===== src/rtl/fault_qual_pkg.sv =====
package fault_qual_pkg;
  localparam int unsigned N_UNIT  = 4;
  localparam int unsigned IDX_CBC = 0;
  localparam int unsigned IDX_AB  = 1;
  localparam int unsigned IDX_A   = 2;
  localparam int unsigned IDX_B   = 3;
endpackage


===== src/rtl/fault_period_detect.sv =====
module fault_period_detect (
  input  logic clk_i,
  input  logic rst_ni,
  input  logic clr_i,
  input  logic period_start_i,
  input  logic fault_i,
  output logic seen_o
);
  logic seen_q;

  // fault in the start cycle belongs to the new period
  always_ff @(posedge clk_i or negedge rst_ni) begin
    if (!rst_ni)             seen_q <= 1'b0;
    else if (clr_i)          seen_q <= 1'b0;
    else if (period_start_i) seen_q <= fault_i;
    else if (fault_i)        seen_q <= 1'b1;
  end

  assign seen_o = seen_q;

  a_r2_seen_sticky: assert property (@(posedge clk_i) disable iff (!rst_ni)
    (seen_q && !period_start_i && !clr_i) |=> seen_q);
endmodule


===== src/rtl/fault_run_counter.sv =====
module fault_run_counter #(
  parameter int unsigned CW = 4
) (
  input  logic          clk_i,
  input  logic          rst_ni,
  input  logic          pwm_en_i,
  input  logic          fault_en_i,
  input  logic          period_start_i,
  input  logic          seen_i,
  input  logic [CW-1:0] max_i,
  output logic          flag_o
);
  localparam logic [CW-1:0] CNT_TOP = '1;

  logic [CW-1:0] cnt_q, cnt_inc;
  logic          flag_q;

  assign cnt_inc = (cnt_q == CNT_TOP) ? cnt_q : cnt_q + 1'b1;

  always_ff @(posedge clk_i or negedge rst_ni) begin
    if (!rst_ni) begin
      cnt_q  <= '0;
      flag_q <= 1'b0;
    end else if (!pwm_en_i) begin
      cnt_q  <= '0;
      flag_q <= 1'b0;
    end else if (!fault_en_i) begin
      cnt_q  <= '0;
    end else if (period_start_i) begin
      if (seen_i) begin
        cnt_q <= cnt_inc;
        if (cnt_inc > max_i) flag_q <= 1'b1;
      end else begin
        cnt_q <= '0;
      end
    end
  end

  assign flag_o = flag_q;

  a_r2_one_step: assert property (@(posedge clk_i) disable iff (!rst_ni)
    (pwm_en_i && fault_en_i && !period_start_i) |=> $stable(cnt_q));
  a_r3_set_at_boundary: assert property (@(posedge clk_i) disable iff (!rst_ni)
    $rose(flag_q) |-> $past(period_start_i));
  a_r5_hold_zero: assert property (@(posedge clk_i) disable iff (!rst_ni)
    (pwm_en_i && !fault_en_i) |=> (cnt_q == '0));
  a_r6_flag_keep: assert property (@(posedge clk_i) disable iff (!rst_ni)
    (pwm_en_i && flag_q) |=> flag_q);
  a_r7_clear: assert property (@(posedge clk_i) disable iff (!rst_ni)
    !pwm_en_i |=> (!flag_q && cnt_q == '0));
  a_r8_saturate: assert property (@(posedge clk_i) disable iff (!rst_ni)
    (pwm_en_i && fault_en_i && period_start_i && seen_i && cnt_q == CNT_TOP)
    |=> (cnt_q == CNT_TOP));
endmodule


===== src/rtl/fault_qual_unit.sv =====
module fault_qual_unit #(
  parameter int unsigned CW = 4
) (
  input  logic          clk_i,
  input  logic          rst_ni,
  input  logic          pwm_en_i,
  input  logic          fault_en_i,
  input  logic          period_start_i,
  input  logic          fault_i,
  input  logic [CW-1:0] max_i,
  output logic          flag_o
);
  logic seen;
  logic clr;

  assign clr = !pwm_en_i || !fault_en_i;

  fault_period_detect u_detect (
    .clk_i          (clk_i),
    .rst_ni         (rst_ni),
    .clr_i          (clr),
    .period_start_i (period_start_i),
    .fault_i        (fault_i),
    .seen_o         (seen)
  );

  fault_run_counter #(.CW(CW)) u_count (
    .clk_i          (clk_i),
    .rst_ni         (rst_ni),
    .pwm_en_i       (pwm_en_i),
    .fault_en_i     (fault_en_i),
    .period_start_i (period_start_i),
    .seen_i         (seen),
    .max_i          (max_i),
    .flag_o         (flag_o)
  );
endmodule


===== src/rtl/fault_out_gate.sv =====
module fault_out_gate
  import fault_qual_pkg::*;
(
  input  logic [N_UNIT-1:0] flag_i,
  input  logic              pwm_a_i,
  input  logic              pwm_b_i,
  output logic              pwm_a_o,
  output logic              pwm_b_o
);
  logic kill_a, kill_b;

  assign kill_a  = flag_i[IDX_CBC] | flag_i[IDX_AB] | flag_i[IDX_A];
  assign kill_b  = flag_i[IDX_CBC] | flag_i[IDX_AB] | flag_i[IDX_B];
  assign pwm_a_o = pwm_a_i & ~kill_a;
  assign pwm_b_o = pwm_b_i & ~kill_b;
endmodule


===== src/rtl/pwm_fault_qual.sv =====
module pwm_fault_qual
  import fault_qual_pkg::*;
#(
  parameter int unsigned CW = 4
) (
  input  logic                 clk_i,
  input  logic                 rst_ni,
  input  logic                 pwm_en_i,
  input  logic                 fault_en_i,
  input  logic                 period_start_i,
  input  logic [N_UNIT-1:0]    fault_i,
  input  logic [N_UNIT*CW-1:0] max_cnt_i,
  input  logic                 pwm_a_i,
  input  logic                 pwm_b_i,
  output logic [N_UNIT-1:0]    flag_o,
  output logic                 pwm_a_o,
  output logic                 pwm_b_o
);
  logic [N_UNIT-1:0] flag;

  for (genvar gi = 0; gi < N_UNIT; gi++) begin : g_unit
    fault_qual_unit #(.CW(CW)) u_unit (
      .clk_i          (clk_i),
      .rst_ni         (rst_ni),
      .pwm_en_i       (pwm_en_i),
      .fault_en_i     (fault_en_i),
      .period_start_i (period_start_i),
      .fault_i        (fault_i[gi]),
      .max_i          (max_cnt_i[gi*CW +: CW]),
      .flag_o         (flag[gi])
    );
  end

  fault_out_gate u_gate (
    .flag_i  (flag),
    .pwm_a_i (pwm_a_i),
    .pwm_b_i (pwm_b_i),
    .pwm_a_o (pwm_a_o),
    .pwm_b_o (pwm_b_o)
  );

  assign flag_o = flag;

  a_r9_gate_a: assert property (@(posedge clk_i) disable iff (!rst_ni)
    (flag[IDX_A] || flag[IDX_AB] || flag[IDX_CBC]) |-> !pwm_a_o);
  a_r9_gate_b: assert property (@(posedge clk_i) disable iff (!rst_ni)
    (flag[IDX_B] || flag[IDX_AB] || flag[IDX_CBC]) |-> !pwm_b_o);
  a_r7_all_clear: assert property (@(posedge clk_i) disable iff (!rst_ni)
    !pwm_en_i |=> (flag == '0));
endmodule


===== config.mk =====
export PLATFORM = sky130hd
export DESIGN_NAME = pwm_fault_qual
export DESIGN_NICKNAME = d
export VERILOG_FILES = /design/src/rtl/fault_qual_pkg.sv /design/src/rtl/fault_period_detect.sv /design/src/rtl/fault_run_counter.sv /design/src/rtl/fault_qual_unit.sv /design/src/rtl/fault_out_gate.sv /design/src/rtl/pwm_fault_qual.sv
export SDC_FILE = /design/constraint.sdc
export NUM_CORES = 1
export LEC_CHECK = 0
export ABC_CLOCK_PERIOD_IN_PS = 3000
export BUFFER_PORTS_ARGS = -buffer_cell sky130_fd_sc_hd__buf_2
export CAP_MARGIN = 20
export CORE_MARGIN = 8
export CORE_UTILIZATION = 45
export DETAILED_ROUTE_END_ITERATION = 10
export PLACE_DENSITY = 0.67
export SETUP_SLACK_MARGIN = 0.5
export SYNTH_ARGS = -nofsm -noshare
export SYNTH_HDL_FRONTEND = slang
export SYNTH_SLANG_ARGS = --single-unit

===== constraint.sdc =====
create_clock -name clk_i -period 3 [get_ports clk_i]
set_input_delay 0.6 -clock clk_i [delete_from_list [all_inputs] [get_ports clk_i]]
set_output_delay 0.6 -clock clk_i [all_outputs]
set_load 0.01 [all_outputs]

==> flow_summary.toml <==
[clocking]
clk_pin_slew_ps = 90
clkLatencyLatePin_ps = 270
cts_tree = "yes"
clock-sinks = 24
cts_setup_buffers = 0
h-tree-depth = 1
cts_resized = 0
ctsHoldBuffers = 0
cts_root_buf = "clkbuf_8"
cts_buffers = 3
cts.path.max_buffers = 2

[layout]
drive_above_1_share_pct = 17.62
antenna_cells = 0
fin_nets = 275
fillers = 404
multi_input_area_um2 = 1044
seq_area_um2 = 600.6
utilization_pct = 51.25
syn_to_final_growth_pct = 12.57
instances_no_fill = 277

[critical_path]
reg2regPathDepth = 7
crit_path_start_kind = "register"
r2r_slack_ps = 950
crit_buf_inv = 0
crit_path_frequent_cell = "ha_1"
reg2reg_from = "g_unit[1].u_unit.u_count.cnt_q[0]"
crit_fanout = 6
arrival_ps = 2210
path_cells = "ha_1 -> and3_1 -> mux2_2 -> ha_1 -> nor2b_1 -> o211ai_1 -> a21oi_1"
cp_top_family = "adder cells"
path_class = "register to register"
slowest_stage = "dfrtp_1"
worst_r2r_endpoint = "g_unit[1].u_unit.u_count.flag_o"
slowest_delay_ps = 450
crit_required_ps = 3160
cp-end-kind = "register"

[sta]
skew_ps = 2.069
setup_violations = 0
grt_setup_unrepaired = "no"
setup_tns_ps = 0
fin_hold_ws_ps = 314.5
worst_pin_slew_ps = 562.6
maxSlewHeadroom_pct = 62.50
period_minus_slack_ps = 2052
slew_violations = 0
max_freq_ghz = 0.4872
fin_crit_sh_pct = 68.42
hold_viol_final = 0

[flow_run]
cap_violations = 0

[placement]
place_congestion = 0.7741
place_inst = 273
hpwl_um = 2965
portBuffers = 32

[logic_synthesis]
syn_inst = 202
synth_edf_count = 0
synth-seq-cells = 24
ys_types = 34
synth_top_cells_by_area = "dfrtp_1 34%, ha_1 14%, a21oi_1 4.8%, nand3_1 4.5%, inv_1 3.6%"
avgSynthCellArea_um2 = 8.820
yosysTopAreaCell = "dfrtp_1"
synth_ff_type = "dfrtp_1"
synth_most_common_cell = "dfrtp_1"
ys_warn_count = 0
seq_area_frac_synth_pct = 33.71
post-synth-top-area-fraction_pct = 33.71
netlist_area_um2 = 1782
synth_common_cells = "24 x dfrtp_1, 20 x ha_1, 17 x a21oi_1, 17 x inv_1, 16 x nand3_1"
synth_fp_nets = 249
async_flop_share_pct = 100.0

[global_route]
grt_pass1_wl_um = 6706
gr-total-overflow = 0
grtUsageTotal_pct = 12.94
antenna_found_initial = 0
grt_pass1_vias = 1514
grt_max_degree = 25

[floorplanning]
io_pins = 33
fp-row-count = 23
die_height_um = 78.93
die_w_um = 78.93
core_um2 = 3914
start_util_pct = 45.52
die_area_um2 = 6229

[route]
routedWlPerCell_um = 14.02
avgViaCountPerCell = 5.606
dr.first_iter.drc_count = 103
drc = 0
routed_wirelength_um = 3883
drt_pre_antenna_iters = 4
ant_nets = 0
num_vias = 1553

[power_and_ir_drop]
total_power_mw = 0.6915
vdd_ir_drop_max_mv = 0.2471
p_leak_nw = 0.9501
p_per_area_nw_per_um2 = 344.8

[worst_hold_path]
min_path_type = "input pin to asynchronous set/reset pin"

[run_status]
status = "finished clean"
## where the power goes
part	internal [mW]	switching [mW]
logic	0.0295	0.0428
clock network	0.179	0.109
registers	0.326	0.00525
## cell type report
type	instances	area share [%]
Multi-Input combinational cell	149	52.03
Sequential cell	24	29.94
Timing Repair Buffer	32	7.985
Inverter	18	3.369
Tap cell	50	3.119
Clock buffer	3	2.059
Clock inverter	1	1.497
## metrics by stage
stage	cell area, µm²	setup WS [ps]
floorplan	1782	1106
global placement	1934	993.7
detailed placement	1934	960.0
CTS	2006	946.6
global route	2006	799.4
finish	2006	947.5
## state kept, by name, indices dropped and copies added (netlist names)
signal	flops
g_unit.u_unit.u_count.cnt_q	16
g_unit.u_unit.u_detect.seen_o	4
g_unit.u_unit.u_count.flag_o	4
## how the worst max path moves through the flow
stage               slack [ps]  depth (start not counted)                         startpoint                         endpoint
detailed placement         960                          7  g_unit[1].u_unit.u_count.cnt_q[0]  g_unit[1].u_unit.u_count.flag_o
finish                     950                          7  g_unit[1].u_unit.u_count.cnt_q[0]  g_unit[1].u_unit.u_count.flag_o
CTS                        950                          7  g_unit[1].u_unit.u_count.cnt_q[0]  g_unit[1].u_unit.u_count.flag_o
global placement           990                          7  g_unit[1].u_unit.u_count.cnt_q[0]  g_unit[1].u_unit.u_count.flag_o
global route               800                          7  g_unit[1].u_unit.u_count.cnt_q[0]  g_unit[1].u_unit.u_count.flag_o
floorplan                 1110                          7  g_unit[0].u_unit.u_count.cnt_q[0]  g_unit[0].u_unit.u_count.flag_o
## per-layer routing
layer | vias to the layer above | track usage [%] | part of all wire [%]
met5 | - | 0 | 0
met4 | 0 | 4.444 | 1.1
met3 | 5 | 1.806 | 3.5
met2 | 29 | 20.88 | 46
met1 | 716 | 17.26 | 50
li1 | 803 | - | -
## cells in the final DEF (no fill, tap or decap), types with 2 or more instances in the layout
cell type | netlist | layout
nand4b_1 | 2 | 2
o21ai_0 | 4 | 4
buf_2 | 2 | 32
o211ai_1 | 4 | 4
nand4_1 | 8 | 8
a21oi_1 | 17 | 17
dfrtp_1 | 24 | 24
nor2b_1 | 7 | 7
nand3_1 | 16 | 16
o21a_1 | 4 | 4
a31oi_1 | 7 | 7
xnor2_1 | 4 | 4
nor2_1 | 9 | 9
a211oi_1 | 4 | 4
clkbuf_8 | 0 | 3
nor4b_1 | 2 | 2
a32o_1 | 3 | 3
and2_1 | 3 | 3
a221oi_1 | 4 | 4
and3_1 | 5 | 5
nor3_1 | 4 | 4
ha_1 | 20 | 20
mux2_2 | 3 | 3
a32oi_1 | 3 | 3
inv_1 | 17 | 17
nand2_1 | 11 | 11
## cells by family after synthesis
kind of cell / Yosys count / synth area share (%)
and+or+nand+nor: 69 / 20.79
DFF: 24 / 33.71
buffers and inverters: 29 / 7.725
muxes: 3 / 1.896
AOI/OAI and AO/OA: 53 / 19.87
adders and majority gates: 20 / 14.04
xor gates and xnor gates: 4 / 1.966
No activity file was read; power rests on OpenSTA's default activity.
